===== src/rtl/ds_tx_pkg.sv =====
package ds_tx_pkg;

  typedef struct packed {
    logic d;
    logic s;
  } ds_line_t;

  // Clock-level term for each phase: high phase carries 1, low phase carries 0.
  localparam logic HIGH_PHASE_TERM = 1'b1;
  localparam logic LOW_PHASE_TERM  = 1'b0;

  function automatic ds_line_t encode_bit(input logic bit_d, input logic term);
    ds_line_t l;
    l.d = bit_d;
    l.s = bit_d ^ term;
    return l;
  endfunction

endpackage


===== src/rtl/ds_tx_serializer.sv =====
module ds_tx_serializer #(
  parameter int CHAR_W = 8
) (
  input  logic              clk,
  input  logic              rst_n,
  input  logic              in_valid,
  input  logic [CHAR_W-1:0] in_data,
  output logic              in_ready,
  output logic              pair_valid,
  output logic              pair_even,
  output logic              pair_odd
);
  localparam int CW = $clog2(CHAR_W + 1);
  localparam logic [CW-1:0] PAIR = CW'(2);
  localparam logic [CW-1:0] FULL = CW'(CHAR_W);

  logic [CHAR_W-1:0] shreg;
  logic [CW-1:0]     left;
  logic              take;

  // Ready while at most one pair remains: the new character follows without a gap.
  assign in_ready = (left <= PAIR);
  assign take     = in_valid && in_ready;

  always_ff @(posedge clk or negedge rst_n) begin
    if (!rst_n) begin
      shreg      <= '0;
      left       <= '0;
      pair_valid <= 1'b0;
      pair_even  <= 1'b0;
      pair_odd   <= 1'b0;
    end else begin
      pair_valid <= (left >= PAIR);
      pair_even  <= shreg[0];
      pair_odd   <= shreg[1];
      if (take) begin
        shreg <= in_data;
        left  <= FULL;
      end else if (left >= PAIR) begin
        shreg <= shreg >> 2;
        left  <= left - PAIR;
      end
    end
  end

  // an accepted character always feeds a pair on the next edge
  a_r6_no_gap: assert property (@(posedge clk) disable iff (!rst_n)
    take |=> (left >= PAIR));

  // the remaining count never exceeds one character
  a_r2_count_bound: assert property (@(posedge clk) disable iff (!rst_n)
    left <= FULL);

endmodule


===== src/rtl/ds_tx_strobe_enc.sv =====
module ds_tx_strobe_enc
  import ds_tx_pkg::*;
(
  input  logic     clk,
  input  logic     rst_n,
  input  logic     pair_valid,
  input  logic     pair_even,
  input  logic     pair_odd,
  output ds_line_t rise_line,
  output ds_line_t fall_line
);
  ds_line_t even_next, odd_next;

  always_comb begin
    if (pair_valid) begin
      even_next = encode_bit(pair_even, HIGH_PHASE_TERM);
      odd_next  = encode_bit(pair_odd,  LOW_PHASE_TERM);
    end else begin
      // Idle: both phases repeat the last odd value so the wires stay still.
      even_next = fall_line;
      odd_next  = fall_line;
    end
  end

  // Data and strobe share this register level (path equalization).
  always_ff @(posedge clk or negedge rst_n) begin
    if (!rst_n) begin
      rise_line <= '0;
      fall_line <= '0;
    end else begin
      rise_line <= even_next;
      fall_line <= odd_next;
    end
  end

  // phase code of a delivered pair
  a_r4_phase_code: assert property (@(posedge clk) disable iff (!rst_n)
    pair_valid |=> ((rise_line.d ^ rise_line.s) && !(fall_line.d ^ fall_line.s)));

  // step from previous odd bit into new even bit flips exactly one wire
  a_r5_one_toggle: assert property (@(posedge clk) disable iff (!rst_n)
    pair_valid |=> ((rise_line.d != $past(fall_line.d)) != (rise_line.s != $past(fall_line.s))));

  // idle holds the last odd value in both phases
  a_r7_idle_hold: assert property (@(posedge clk) disable iff (!rst_n)
    !pair_valid |=> (rise_line == fall_line) && $stable(fall_line));

endmodule


===== src/rtl/ds_tx_ddr_cell.sv =====
module ds_tx_ddr_cell (
  input  logic clk,
  input  logic rst_n,
  input  logic d_rise,
  input  logic d_fall,
  output logic q
);
  logic fall_q;

  // Falling-edge retime of the low-phase value, as an output DDR flop would.
  always_ff @(negedge clk or negedge rst_n) begin
    if (!rst_n) fall_q <= 1'b0;
    else        fall_q <= d_fall;
  end

  // Clock-level selection models the DDR output mux.
  assign q = clk ? d_rise : fall_q;

endmodule


===== src/rtl/ds_split_tx.sv =====
module ds_split_tx
  import ds_tx_pkg::*;
#(
  parameter int CHAR_W = 8
) (
  input  logic              clk,
  input  logic              rst_n,
  input  logic              in_valid,
  input  logic [CHAR_W-1:0] in_data,
  output logic              in_ready,
  output logic              ds_data,
  output logic              ds_strobe
);
  localparam int LANES = 2;

  initial begin
    if (CHAR_W < 2 || (CHAR_W % 2) != 0)
      $error("CHAR_W must be even and at least 2");
  end

  logic     pv, pe, po;
  ds_line_t rise_line, fall_line;
  logic [LANES-1:0] lane_rise, lane_fall, lane_q;

  ds_tx_serializer #(.CHAR_W(CHAR_W)) u_ser (
    .clk(clk), .rst_n(rst_n), .in_valid(in_valid), .in_data(in_data),
    .in_ready(in_ready), .pair_valid(pv), .pair_even(pe), .pair_odd(po)
  );

  ds_tx_strobe_enc u_enc (
    .clk(clk), .rst_n(rst_n), .pair_valid(pv), .pair_even(pe), .pair_odd(po),
    .rise_line(rise_line), .fall_line(fall_line)
  );

  assign lane_rise = {rise_line.s, rise_line.d};
  assign lane_fall = {fall_line.s, fall_line.d};

  for (genvar g = 0; g < LANES; g++) begin : g_lane
    ds_tx_ddr_cell u_ddr (
      .clk(clk), .rst_n(rst_n), .d_rise(lane_rise[g]), .d_fall(lane_fall[g]),
      .q(lane_q[g])
    );
  end

  assign ds_data   = lane_q[0];
  assign ds_strobe = lane_q[1];

  // reset leaves the wires low and the input open
  a_r1_reset_state: assert property (@(posedge clk)
    !rst_n |-> (!ds_data && !ds_strobe && in_ready));

endmodule


===== config.mk =====
export PLATFORM = sky130hd
export DESIGN_NAME = ds_split_tx
export DESIGN_NICKNAME = d
export VERILOG_FILES = /design/src/rtl/ds_tx_pkg.sv /design/src/rtl/ds_tx_serializer.sv /design/src/rtl/ds_tx_strobe_enc.sv /design/src/rtl/ds_tx_ddr_cell.sv /design/src/rtl/ds_split_tx.sv
export SDC_FILE = /design/constraint.sdc
export NUM_CORES = 1
export LEC_CHECK = 0
export BUFFER_PORTS_ARGS = -buffer_cell sky130_fd_sc_hd__buf_2
export CAP_MARGIN = 30
export CORE_AREA = 5 5 48 50
export CTS_BUF_LIST = sky130_fd_sc_hd__clkbuf_4 sky130_fd_sc_hd__clkbuf_8 sky130_fd_sc_hd__clkbuf_16
export CTS_CLUSTER_DIAMETER = 60
export DETAILED_ROUTE_END_ITERATION = 12
export DIE_AREA = 0 0 53 55
export HOLD_SLACK_MARGIN = 0.02
export PLACE_DENSITY = 0.69
export SYNTH_ARGS = -nofsm -noshare
export SYNTH_HDL_FRONTEND = slang
export SYNTH_SLANG_ARGS = --single-unit

===== constraint.sdc =====
create_clock -name clk -period 1.4 [get_ports clk]
set_input_delay 0.28 -clock clk [delete_from_list [all_inputs] [get_ports clk]]
set_output_delay 0.28 -clock clk [all_outputs]
set_load 0.005 [all_outputs]

Word-level counts from Yosys, hierarchy flattened:

Cells that the tools add are included.

* register bits after elaboration: 19
* bits in latches: 0
* bits in writable memories: 0
* bits in read-only memories: 0
* input bits: 11
* output and inout port bits: 3
* word-level logic and storage cells: 22
* memories: 0

* add/subtract/negate cells: 1
* $mul: 0
* divide/modulo/power cells: 0
* magnitude comparators: 2
* equality and inequality tests: 0
* shifts and indexed selects: 0
* mux-type cells: 7
* bitwise gates (word level): 1
* reductions and logical operators: 2

Operators by type and width (number)
* two-way mux 8 bit: 2
* two-way mux 4 bit: 2
* greater-or-equal comparator 4 x 2 -> 1 bit, second input constant: 1
* less-or-equal comparator 4 x 2 -> 1 bit, second input constant: 1
* subtractor 4 x 2 -> 4 bit, second input constant: 1
* two-way mux 1 bit: 2
* two-way mux 2 bit: 1
* nonzero test 2 bit: 1
* logical AND 1 bit: 1
* inverter 1 bit: 1

Depth between registers and ports, before layout:

* depth after elaboration: 3
* mapped depth: 7
* depth with buffers taken out: 5

By module:

Synthesis repeated with hierarchy kept, for this count alone.

* cell total of the unflattened synthesis: 58
* area, all modules: 767.0 um^2

Modules (own cells, without submodules)
* ds_tx_serializer: instances 1, cells each 44, area each 568.0 um^2, seq. area each 350.3 um^2
* ds_tx_strobe_enc: instances 1, cells each 10, area each 118.9 um^2, seq. area each 75.1 um^2
* ds_tx_ddr_cell: instances 2, cells each 2, area each 40.0 um^2, seq. area each 25.0 um^2

==> impl_results.md <==
- Outcome: complete, but fails checks
- Violated checks: setup timing
- Die Footprint: 0.00292 mm^2
- Total count of max-transition violations in the final report: 0
- Worst VDD drop: 0.00125 V
- Diode insertion count for antenna repair: 0
- Mean post-synth cell area: 10.6 um^2
- WP data required: 1.12 ns
- Top Ports: 14
- Top post-synthesis cells by area: sky130_fd_sc_hd__dfrtp_1, sky130_fd_sc_hd__a221o_1, sky130_fd_sc_hd__or4b_1, sky130_fd_sc_hd__nand2_1, sky130_fd_sc_hd__a21oi_1
- Net load switching power: 0.000783 W
- Final Wtd Congestion: 0.745
- Die Ht: 55 um
- Pin count of the biggest net entering global routing: 18
- Relative contribution of the clock network to total power: 33.9%
- Switching Share: 32.6%
- Number of cells after detailed placement: 121
- Internal: 0.00162 W
- Series of cell instances along the critical path: nand2b_1 -> buf_4 -> nand2_1 -> buf_2
- Vias in the first global route: 738
- Initial Utilization: 44.0%
- Endpoint of the most critical register-to-register path: u_ser.shreg[1]
- Multi-input gate area: 332 um^2
- Area growth from synthesis to layout: 33.9%
- Total Nets Final: 122
- Slew @ Worst Pin: 0.366 ns
- First drt pass iteration count: 4
- Top cell types by occurrence after synthesis: sky130_fd_sc_hd__dfrtp_1, sky130_fd_sc_hd__nand2_1, sky130_fd_sc_hd__a21oi_1
- Top Family by Delay on Critical Path: flip-flops
- Core Footprint: 0.00186 mm^2
- Worst-case hold path end point: u_ser.shreg[1]
- Initial antenna violation count: 0
- Gate count of the mapped netlist: 77
- Number of synthesized flops with an enable pin: 0
- Worst Path Max Fanout: 2
- Wire length of the first global-routing pass: 3.11 mm
- Final routed wirelength across all metal layers: 1.82 mm
- Most common cell in the synthesized netlist: sky130_fd_sc_hd__dfrtp_1
- Storage cell area: 450 um^2
- Setup slack on the worst flop-to-flop path: 0 ns
- Share of post-route cells with drive strength above 1: 38.2%
- Via count normalized by instance count: 5.27
- Worst Hold Path Cells: 2
- Critical path start-end classification: flop to primary output
- LEAKAGE: 0.525 nW
- Share of synthesized area occupied by flip-flops and latches: 55.0%
- Power per unit of standard cell area: 2190 mW/mm^2
- Number of warnings reported in the yosys synthesis log: 0
- Cell type contributing the most total cell area after synthesis: sky130_fd_sc_hd__dfrtp_1
- Fraction of registers with async set or reset after synthesis: 100%
- Worst Hold Launch: in_data[1]
- Number of buffers inserted by port buffering: 13
- CP max stage cell: sky130_fd_sc_hd__dfrtn_1
- Max capacitance violation total: 0
- Final Worst Setup Slack: -0.748 ns
- Filler instances: 171
- Final Setup Violations: 7
- Proportion of power drawn by combinational gates: 30.2%
- Global-route congestion overflow total: 0
- Setup repair after global routing missed its margin: true
- Post-detailed-route count of antenna-violating nets: 0
- Final hold slack: 0.107 ns
- Clock insertion delay at the later pin of the skew report: 0.41 ns
- Min-delay worst type: primary input to flop
- Synth Register Bits: 18
- Clk slew on worst S/H paths: 0.10 ns
- Worst Skew: 0.0124 ns
- Mean routed wirelength per cell: 13.3 um
- Slew headroom: 75.6%
- Count of non-filler cells in the finished layout: 137
- Width of the chip: 53 um
- WP buf/inv: 2
- Post-synth net total: 89
- DRC marker count from the first detailed-route iteration: 19
- Startpoint Class: flop
- Dpl hpwl: 1.20 mm
- Part of the total power dissipated in sequential elements: 35.8%
- Post-synth top area share: 51.9%
- Path depth of the worst reg2reg path: 4
- CTS tree: built
- Element type at the critical path end: primary output
- Final Hold Viols: 0
- DR vias: 722
- GRT Resource Usage Total: 16.6%
- Data arrival, critical path: 1.87 ns
- CP peak stage delay: 0.40 ns
- Cell area after technology mapping: 820 um^2
- Primary flip-flop cell chosen by synthesis mapping: sky130_fd_sc_hd__dfrtp_1
- Number of different library cells in the post-synthesis netlist: 18
- Worst reg2reg startpoint: u_ser.left[2]
- DRC violation count after routing: 0
- Site row count: 16
-- metrics by stage --
| step | util, % | setup slack [ns] | TNS (ns) | cell area [um^2] | power (W) |
|---|---|---|---|---|---|
| final | 58.9 | -0.748 | -1.58 | 1100 | 0.00240 |
| after global routing | 58.9 | -0.791 | -2.15 | 1100 | 0.00261 |
| after CTS | 58.9 | -0.775 | -1.63 | 1100 | 0.00243 |
| after detailed placement | 51.1 | -0.152 | -0.304 | 952 | 0.00164 |
| after global placement | 51.1 | -0.151 | -0.303 | 952 | 0.00160 |
| after floorplan | - | -0.0713 | -0.170 | 821 | 0.00133 |
-- logic make-up after synthesis --
group,Yosys count,synth area share (%)
flops,18,55.0
simple gates,31,21.5
fa+ha+maj,1,1.53
compound gates,19,16.2
buf+inv,8,5.80
-- registers in the layout, summed over array words and instances, names as in the netlist --
signal and flops:
u_ser.pair_valid 1, u_ser.left 3, u_ser.shreg 8, u_enc.rise_line 2, g_lane.u_ddr.fall_q 1, u_enc.fall_line 1
u_ser.pair_even 1, u_ser.pair_odd 1
-- cell usage in the layout, fill, tap and decap left out, types with 2 or more instances in the layout --
master | Yosys | routed
sky130_fd_sc_hd__o21a_1 | 2 | 2
sky130_fd_sc_hd__nor3b_1 | 2 | 2
sky130_fd_sc_hd__nand2_1 | 15 | 15
sky130_fd_sc_hd__a221o_1 | 6 | 6
sky130_fd_sc_hd__a21oi_1 | 10 | 9
sky130_fd_sc_hd__dfrtp_1 | 17 | 17
sky130_fd_sc_hd__nor2_1 | 3 | 3
sky130_fd_sc_hd__inv_1 | 2 | 2
sky130_fd_sc_hd__clkbuf_4 | 0 | 12
sky130_fd_sc_hd__buf_4 | 0 | 11
sky130_fd_sc_hd__or4b_1 | 6 | 5
sky130_fd_sc_hd__nand2b_1 | 3 | 3
sky130_fd_sc_hd__buf_2 | 0 | 12
-- worst reg2reg max path, cell delays in order, from the launching register on --
cell                      delay (ns)
sky130_fd_sc_hd__dfrtp_1        0.39
sky130_fd_sc_hd__buf_4          0.16
sky130_fd_sc_hd__or4b_1         0.53
sky130_fd_sc_hd__a21oi_1        0.15
sky130_fd_sc_hd__a221o_1        0.12
-- routing by layer --
layer / vias up / routed length [um] / GRT usage, %
met5: - / 0 / 0
met4: 0 / 36 / 17.9
met3: 6 / 105 / 9.12
met2: 24 / 890 / 23.8
met1: 351 / 785 / 16.4
li1: 341 / - / -
-- cell type report --
class	instances	area share, %
Tap cell	27	3.08
Clock buffer	16	11.1
Multi-Input combinational cell	51	30.2
Sequential cell	18	41.0
Timing Repair Buffer	22	13.3
Inverter	3	1.25
-- worst max-delay path by stage --
stage	startpoint	endpoint	slack [ns]	cells after the start
3_5_place_dp	g_lane[1].u_ddr.fall_q	ds_data	-0.15	3
5_1_grt	g_lane[1].u_ddr.fall_q	ds_data	-0.79	4
3_3_place_gp	g_lane[1].u_ddr.fall_q	ds_data	-0.15	3
2_1_floorplan	g_lane[1].u_ddr.fall_q	ds_data	-0.07	2
4_1_cts	g_lane[1].u_ddr.fall_q	ds_data	-0.77	4
6_report	g_lane[1].u_ddr.fall_q	ds_data	-0.75	4
-- timing repair --
item / in CTS / in global routing
gates resized for setup: 4 / 1
endpoints found under the hold margin: 17 / 0
setup buffers: 2 / 0
hold buffers: 1 / 0
pin swaps: 1 / 0
setup endpoints to repair: 5 / 11
-- power by group through the flow --
stage / combinational, W / sequential, W / clock [W]
3_5_place_dp: 0.000666 / 0.000865 / 0.000108
4_1_cts: 0.000727 / 0.000859 / 0.000848
2_1_floorplan: 0.000449 / 0.000817 / 0.0000648
5_1_grt: 0.000825 / 0.000884 / 0.000900
3_3_place_gp: 0.000642 / 0.000852 / 0.000108
6_report: 0.000726 / 0.000860 / 0.000815
Note: power is estimated with default switching activity, not from simulation.
